[config.mk]
export PLATFORM = sky130hd
export DESIGN_NAME = uart_chan_router
export DESIGN_NICKNAME = d
export VERILOG_FILES = /design/src/rtl/uart_chan_pkg.sv /design/src/rtl/uart_byte_fifo.sv /design/src/rtl/uart_chan_ctrl.sv /design/src/rtl/uart_chan_router.sv
export SDC_FILE = /design/constraint.sdc
export NUM_CORES = 1
export LEC_CHECK = 0
export CAP_MARGIN = 0
export CORE_MARGIN = 2
export CORE_UTILIZATION = 50
export CTS_BUF_LIST = sky130_fd_sc_hd__clkbuf_8
export CTS_CLUSTER_DIAMETER = 120
export CTS_CLUSTER_SIZE = 8
export DETAILED_ROUTE_END_ITERATION = 16
export MAX_ROUTING_LAYER = met4
export PLACE_DENSITY = 0.77
export SETUP_SLACK_MARGIN = 0.5
export SYNTH_ARGS = -nofsm -noshare
export SYNTH_HDL_FRONTEND = slang
export SYNTH_SLANG_ARGS = --single-unit
[constraint.sdc]
create_clock -name clk -period 6.2 [get_ports clk]
set_input_delay 0.62 -clock clk [delete_from_list [all_inputs] [get_ports clk]]
set_output_delay 0.62 -clock clk [all_outputs]
set_load 0.01 [all_outputs]
[src/rtl/uart_chan_pkg.sv]
package uart_chan_pkg;

    typedef enum logic [1:0] {
        CH_NORMAL = 2'd0,
        CH_ECHO   = 2'd1,
        CH_LOCAL  = 2'd2,
        CH_REMOTE = 2'd3
    } chan_mode_e;

    localparam int CTL_W       = 9;
    localparam int CTL_RX_FLSH = 0;
    localparam int CTL_TX_FLSH = 1;
    localparam int CTL_RX_EN   = 2;
    localparam int CTL_RX_DIS  = 3;
    localparam int CTL_TX_EN   = 4;
    localparam int CTL_TX_DIS  = 5;
    localparam int CTL_BRK_GO  = 7;
    localparam int CTL_BRK_END = 8;
    localparam logic [CTL_W-1:0] CTL_RESET = 9'h128;

endpackage

[src/rtl/uart_byte_fifo.sv]
module uart_byte_fifo #(
    parameter int DEPTH = 16,
    parameter int DW    = 8,
    localparam int AW   = (DEPTH > 1) ? $clog2(DEPTH) : 1,
    localparam int CW   = $clog2(DEPTH + 1)
) (
    input  logic          clk,
    input  logic          rst_n,
    input  logic          flush,
    input  logic          push,
    input  logic [DW-1:0] push_data,
    input  logic          pop,
    output logic [CW-1:0] count,
    output logic [DW-1:0] head,
    output logic          full,
    output logic          empty,
    output logic          drop
);

    typedef struct packed {
        logic [AW-1:0] wptr;
        logic [AW-1:0] rptr;
        logic [CW-1:0] cnt;
    } fifo_st_t;

    fifo_st_t st_d, st_q;
    logic [DW-1:0] mem_q [DEPTH];
    logic wr_ok, rd_ok;

    assign full  = (st_q.cnt == CW'(DEPTH));
    assign empty = (st_q.cnt == '0);
    assign wr_ok = push && !full && !flush;
    assign rd_ok = pop && !empty && !flush;
    assign drop  = push && full && !flush;
    assign count = st_q.cnt;
    assign head  = mem_q[st_q.rptr];

    function automatic logic [AW-1:0] nxt(input logic [AW-1:0] p);
        return (p == AW'(DEPTH - 1)) ? '0 : p + AW'(1);
    endfunction

    always_comb begin
        st_d = st_q;
        if (flush) begin
            st_d.wptr = '0;
            st_d.rptr = '0;
            st_d.cnt  = '0;
        end else begin
            if (wr_ok) st_d.wptr = nxt(st_q.wptr);
            if (rd_ok) st_d.rptr = nxt(st_q.rptr);
            if (wr_ok && !rd_ok)      st_d.cnt = st_q.cnt + CW'(1);
            else if (rd_ok && !wr_ok) st_d.cnt = st_q.cnt - CW'(1);
        end
    end

    always_ff @(posedge clk or negedge rst_n) begin
        if (!rst_n) st_q <= '0;
        else        st_q <= st_d;
    end

    always_ff @(posedge clk) begin
        if (wr_ok) mem_q[st_q.wptr] <= push_data;
    end


    cnt_bound_chk: assert property (@(posedge clk) disable iff (!rst_n)
        st_q.cnt <= CW'(DEPTH));


    full_hold_chk: assert property (@(posedge clk) disable iff (!rst_n)
        (push && full && !pop && !flush) |=> (count == CW'(DEPTH)));


    flush_empty_chk: assert property (@(posedge clk) disable iff (!rst_n)
        flush |=> empty);

endmodule

[src/rtl/uart_chan_ctrl.sv]
module uart_chan_ctrl
    import uart_chan_pkg::*;
(
    input  logic             clk,
    input  logic             rst_n,
    input  logic             wr,
    input  logic [CTL_W-1:0] wdata,
    output logic [CTL_W-1:0] rdata,
    output logic             rx_flush,
    output logic             tx_flush,
    output logic             rx_active,
    output logic             tx_active,
    output logic             brk_out
);

    typedef struct packed {
        logic [CTL_W-1:0] ctl;
    } ctl_st_t;

    ctl_st_t st_d, st_q;

    always_comb begin
        st_d = st_q;
        if (wr) begin
            st_d.ctl = wdata;
            st_d.ctl[CTL_RX_FLSH] = 1'b0;
            st_d.ctl[CTL_TX_FLSH] = 1'b0;
        end
    end

    always_ff @(posedge clk or negedge rst_n) begin
        if (!rst_n) st_q.ctl <= CTL_RESET;
        else        st_q <= st_d;
    end

    assign rdata     = st_q.ctl;
    assign rx_flush  = wr && wdata[CTL_RX_FLSH];
    assign tx_flush  = wr && wdata[CTL_TX_FLSH];
    assign rx_active = st_q.ctl[CTL_RX_EN] && !st_q.ctl[CTL_RX_DIS];
    assign tx_active = st_q.ctl[CTL_TX_EN] && !st_q.ctl[CTL_TX_DIS];
    assign brk_out   = st_q.ctl[CTL_BRK_GO] && !st_q.ctl[CTL_BRK_END];


    selfclr_chk: assert property (@(posedge clk) disable iff (!rst_n)
        (wr && (wdata[CTL_RX_FLSH] || wdata[CTL_TX_FLSH])) |=> (rdata[1:0] == 2'b00));

endmodule

[src/rtl/uart_chan_router.sv]
module uart_chan_router
    import uart_chan_pkg::*;
#(
    parameter int DEPTH = 16,
    localparam int CW   = $clog2(DEPTH + 1)
) (
    input  logic             clk,
    input  logic             rst_n,
    input  logic [1:0]       mode,
    input  logic [7:0]       ser_rx_data,
    input  logic             ser_rx_valid,
    output logic             ser_rx_ready,
    input  logic             brk_det,
    input  logic             ctrl_wr,
    input  logic [CTL_W-1:0] ctrl_wdata,
    output logic [CTL_W-1:0] ctrl_rdata,
    input  logic             data_wr,
    input  logic [7:0]       data_wdata,
    input  logic             data_rd,
    output logic [7:0]       data_rdata,
    output logic [7:0]       tx_data,
    output logic             tx_valid,
    input  logic             tx_ready,
    output logic [CW-1:0]    rx_count,
    output logic [CW-1:0]    tx_count,
    output logic             ovr_pulse,
    output logic             brk_out
);

    typedef struct packed {
        logic ovr;
    } top_st_t;

    top_st_t st_d, st_q;

    chan_mode_e cm;
    logic rx_flush, tx_flush, rx_active, tx_active;
    logic ser_to_rx, ser_to_tx, bus_to_rx, bus_to_tx;
    logic rx_push, tx_push, rx_pop, tx_pop;
    logic [7:0] rx_pdata, tx_pdata, rx_head, tx_head;
    logic rx_full, rx_empty, tx_full, tx_empty, rx_drop, tx_drop;

    uart_chan_ctrl u_ctrl (
        .clk       (clk),
        .rst_n     (rst_n),
        .wr        (ctrl_wr),
        .wdata     (ctrl_wdata),
        .rdata     (ctrl_rdata),
        .rx_flush  (rx_flush),
        .tx_flush  (tx_flush),
        .rx_active (rx_active),
        .tx_active (tx_active),
        .brk_out   (brk_out)
    );

    assign cm        = chan_mode_e'(mode);
    assign ser_to_rx = (cm == CH_NORMAL) || (cm == CH_ECHO);
    assign ser_to_tx = (cm == CH_ECHO)   || (cm == CH_REMOTE);
    assign bus_to_rx = (cm == CH_LOCAL);
    assign bus_to_tx = (cm == CH_NORMAL);

    always_comb begin
        rx_push  = rx_active && (brk_det || (ser_rx_valid && ser_to_rx) || (data_wr && bus_to_rx));
        if (brk_det)                     rx_pdata = 8'h00;
        else if (bus_to_rx && data_wr)   rx_pdata = data_wdata;
        else                             rx_pdata = ser_rx_data;
        tx_push  = tx_active && ((ser_rx_valid && ser_to_tx) || (data_wr && bus_to_tx));
        tx_pdata = bus_to_tx ? data_wdata : ser_rx_data;
        rx_pop   = data_rd && rx_active;
        tx_pop   = tx_valid && tx_ready;
    end

    uart_byte_fifo #(.DEPTH(DEPTH), .DW(8)) u_rx_fifo (
        .clk       (clk),
        .rst_n     (rst_n),
        .flush     (rx_flush),
        .push      (rx_push),
        .push_data (rx_pdata),
        .pop       (rx_pop),
        .count     (rx_count),
        .head      (rx_head),
        .full      (rx_full),
        .empty     (rx_empty),
        .drop      (rx_drop)
    );

    uart_byte_fifo #(.DEPTH(DEPTH), .DW(8)) u_tx_fifo (
        .clk       (clk),
        .rst_n     (rst_n),
        .flush     (tx_flush),
        .push      (tx_push),
        .push_data (tx_pdata),
        .pop       (tx_pop),
        .count     (tx_count),
        .head      (tx_head),
        .full      (tx_full),
        .empty     (tx_empty),
        .drop      (tx_drop)
    );

    always_comb begin
        st_d.ovr = rx_drop || tx_drop;
    end

    always_ff @(posedge clk or negedge rst_n) begin
        if (!rst_n) st_q <= '0;
        else        st_q <= st_d;
    end

    assign ovr_pulse    = st_q.ovr;
    assign data_rdata   = (rx_active && !rx_empty) ? rx_head : 8'h00;
    assign tx_valid     = tx_active && !tx_empty;
    assign tx_data      = tx_head;
    assign ser_rx_ready = !(ser_to_rx && rx_full) && !(ser_to_tx && tx_full);


    ready_normal_chk: assert property (@(posedge clk) disable iff (!rst_n)
        ((cm == CH_NORMAL) && !ser_rx_ready) |-> (rx_count == CW'(DEPTH)));


    empty_read_chk: assert property (@(posedge clk) disable iff (!rst_n)
        (rx_count == '0) |-> (data_rdata == 8'h00));


    tx_valid_chk: assert property (@(posedge clk) disable iff (!rst_n)
        tx_valid |-> (tx_count != '0));


    rx_flush_chk: assert property (@(posedge clk) disable iff (!rst_n)
        (ctrl_wr && ctrl_wdata[CTL_RX_FLSH]) |=> (rx_count == '0));


    rx_idle_chk: assert property (@(posedge clk) disable iff (!rst_n)
        (!rx_active && !ctrl_wr) |=> $stable(rx_count));

endmodule

==> out/qor.txt <==
synthesis-stage register bit count: 290
Critical Path Source Type: flip-flop
Largest stage delay, worst path: 0.61 ns
Num CTS Buffers: 42
Design Power: 4.66 mW
Resize count post-CTS: 0
starting density of the core: 0.511
PwrDens: 332 mW/mm²
Detailed Route WL: 25000 µm
most frequent CP cell: mux4_2
placed cell area: 0.0133 mm²
share of cells above drive strength 1: 0.212
Static Leak: 4.62 nW
Buf/Inv on CP: 2
Clk Tree Root Cell: clkbuf_8
I/O pin total: 74
initial antenna violation count: 0
core area: 0.0243 mm²
via count: 6458
gr ovfl total: 0
vias per cell: 5.83
# Max-Cap Violations: 0
final net count: 819
Yosys top cell area share: 0.619
Mapped Avg Cell Area: 18.0 µm²
first-pass GRT wire length: 39300 µm
DRC: 0
ANT nets after route: 0
Final Cell Area: 0.0140 mm²
Die X: 162 µm
Pre-antenna DRT Iters: 5
Async SR Flop Fraction: 0.117
most numerous cell in the Yosys netlist: edfxtp_1
Cell variety after synth: 62
clock-pin slew on the worst setup and hold paths: 0.07 ns
buffers added on ports: 71
CTS tree: done
Max FO, Critical Path: 37
FP Rows: 57
GRT Total Usage: 0.205
Vert. Die Dim: 162 µm
Syn. warnings: 0
H-Tree Level Count: 2
Final setup viols: 0
Syn-to-layout area delta: 12.9%
die area: 0.0261 mm²
clock sink count: 290
# diodes: 0
pin count of the biggest net entering global routing: 38
DR iter-0 viols: 475
max frequency: 0.257 GHz
Syn Inst Count: 688
vias in the first global route: 6827
drt wl/cell: 22.6 µm
DP Wirelength: 17100 µm
Max Clock Skew: 0.0368 ns
critical path arrival: 3.28 ns
fin crit period: 3.90 ns
setup_tns: 0 ns
placed cell count: 1046
quantity of hold-fixing buffers added after cts: 0
Worst Hold Class: primary input to async pin
Crit. End Element: output pin
Top Family by Delay on Critical Path: multiplexers
Slew @ Worst Pin: 1.27 ns
count of final hold-check violations: 0
largest area contributor in the netlist: edfxtp_1
WS Path Type: flip-flop to output pin
most common library cells after synthesis: 256 x edfxtp_1, 80 x mux4_2, 46 x nand2_1, 35 x nor2_1, 31 x dfrtp_1
leading post-synthesis cells by cell area: edfxtp_1 62%, mux4_2 15%, dfrtp_1 6.2%
hold slack: 0.132 ns
Post-synth EDFFs: 256
sequential share of the synthesized area: 0.688
post-CTS setup buffers: 0
fin crit share: 0.629
max_slew headroom: 0.150
clock latency on the worst-skew pair: 0.56 ns
mapped cell area: 0.0124 mm²
Final Wtd Congestion: 0.835
status: finished, final reports clean
Layout Cells excl Fill: 1108
CP max stage cell: mux4_2
Max Root-Sink Buffers: 3
RSZ-0062 raised after global routing: false
CP cell instances: buf_4, mux4_2, mux4_2, and3_1, clkdlybuf4s50_1
critical path required time: 5.58 ns
Worst VDD drop: 0.147 mV
max-slew violations: 0
Main synth FF type: edfxtp_1
## logic make-up (layout without fill, tap and decap cells)
logic type / after synthesis / count (layout) / synth area share
DFF: 290 / 290 / 0.688
and+or+nand+nor: 161 / 161 / 0.0669
muxes: 100 / 100 / 0.163
buffers and inverters: 55 / 150 / 0.0233
AOI/OAI and AO/OA: 53 / 53 / 0.0317
adders and majority gates: 18 / 18 / 0.0193
xor gates and xnor gates: 10 / 10 / 0.00766
other: 1 / 2 / 0.000302
## registers in the layout (all words and copies together) (netlist names)
register,flops
u_tx_fifo.mem_q,128
u_rx_fifo.mem_q,128
u_rx_fifo.count,5
u_tx_fifo.count,5
u_rx_fifo.st_q,8
u_tx_fifo.st_q,8
ovr_pulse,1
u_ctrl.rdata,7
## placed cells by master (no fill, tap or decap), types with 7 or more instances in the layout
master / netlist / routed
nor2_1: 35 / 35
mux2_2: 15 / 15
clkbuf_8: 0 / 42
edfxtp_1: 256 / 256
dfrtp_1: 31 / 28
a21oi_1: 25 / 25
clkdlybuf4s50_1: 0 / 70
inv_1: 10 / 26
mux4_2: 80 / 80
nand3_1: 7 / 7
ha_1: 16 / 16
buf_4: 12 / 7
nand2_1: 46 / 46
nor3_1: 7 / 7
and3_1: 9 / 9
and2_1: 19 / 19
## worst register-to-register path, cell delays in order, from the launching register on
cell	delay [ns]
dfrtp_1	0.36
nor2b_1	0.84
o311a_1	0.37
and2_1	0.25
inv_1	0.11
ha_1	0.33
nor2b_1	0.15
o21a_1	0.19
or4_1	0.39
o31a_1	0.26
nand4_1	0.07
## power breakdown
group	switching, mW	leakage (nW)	internal, mW
clock network	0.676	0.404	0.626
registers	0.0930	2.76	2.20
logic	0.523	1.46	0.538
## layer usage
layer / vias up / wire (µm) / global-route usage
met3: 41 / 1730 / 0.0462
met5: - / 0 / -
met4: 0 / 514 / 0.0568
li1: 2863 / - / -
met2: 238 / 13000 / 0.346
met1: 3316 / 9750 / 0.250
## metrics by stage
step                setup slack [ns]   util
floorplan                       3.37      -
global placement                2.49  0.548
detailed placement              2.36  0.548
CTS                             2.24  0.576
global route                    2.16  0.576
finish                          2.30  0.576
## final cells by class
type / instances / area, µm²
clock buffer: 42 / 578
clock inverter: 20 / 104
fill: 1771 / 10300
inverter: 10 / 37.5
multi-input combinational: 344 / 3590
sequential: 290 / 8550
tap: 324 / 405
timing repair buffer: 78 / 758
## path summary, 6_finish.rpt
kind / start / end / slack, ns / depth (start not counted)
max in group asynchronous: rst_n / u_rx_fifo.st_q[5] / 5.52 / 1
setup / recovery: u_rx_fifo.st_q[5] / data_rdata[4] / 2.30 / 5
hold / removal: rst_n / u_tx_fifo.st_q[10] / 0.13 / 1
setup reg to reg: u_ctrl.rdata[2] / u_rx_fifo.count[4] / 2.82 / 10
min in group clk: u_ctrl.rdata[6] / u_ctrl.rdata[6] / 0.52 / 1
hold reg to reg: u_ctrl.rdata[6] / u_ctrl.rdata[6] / 0.52 / 1
Power figures use the tool's default switching activity.
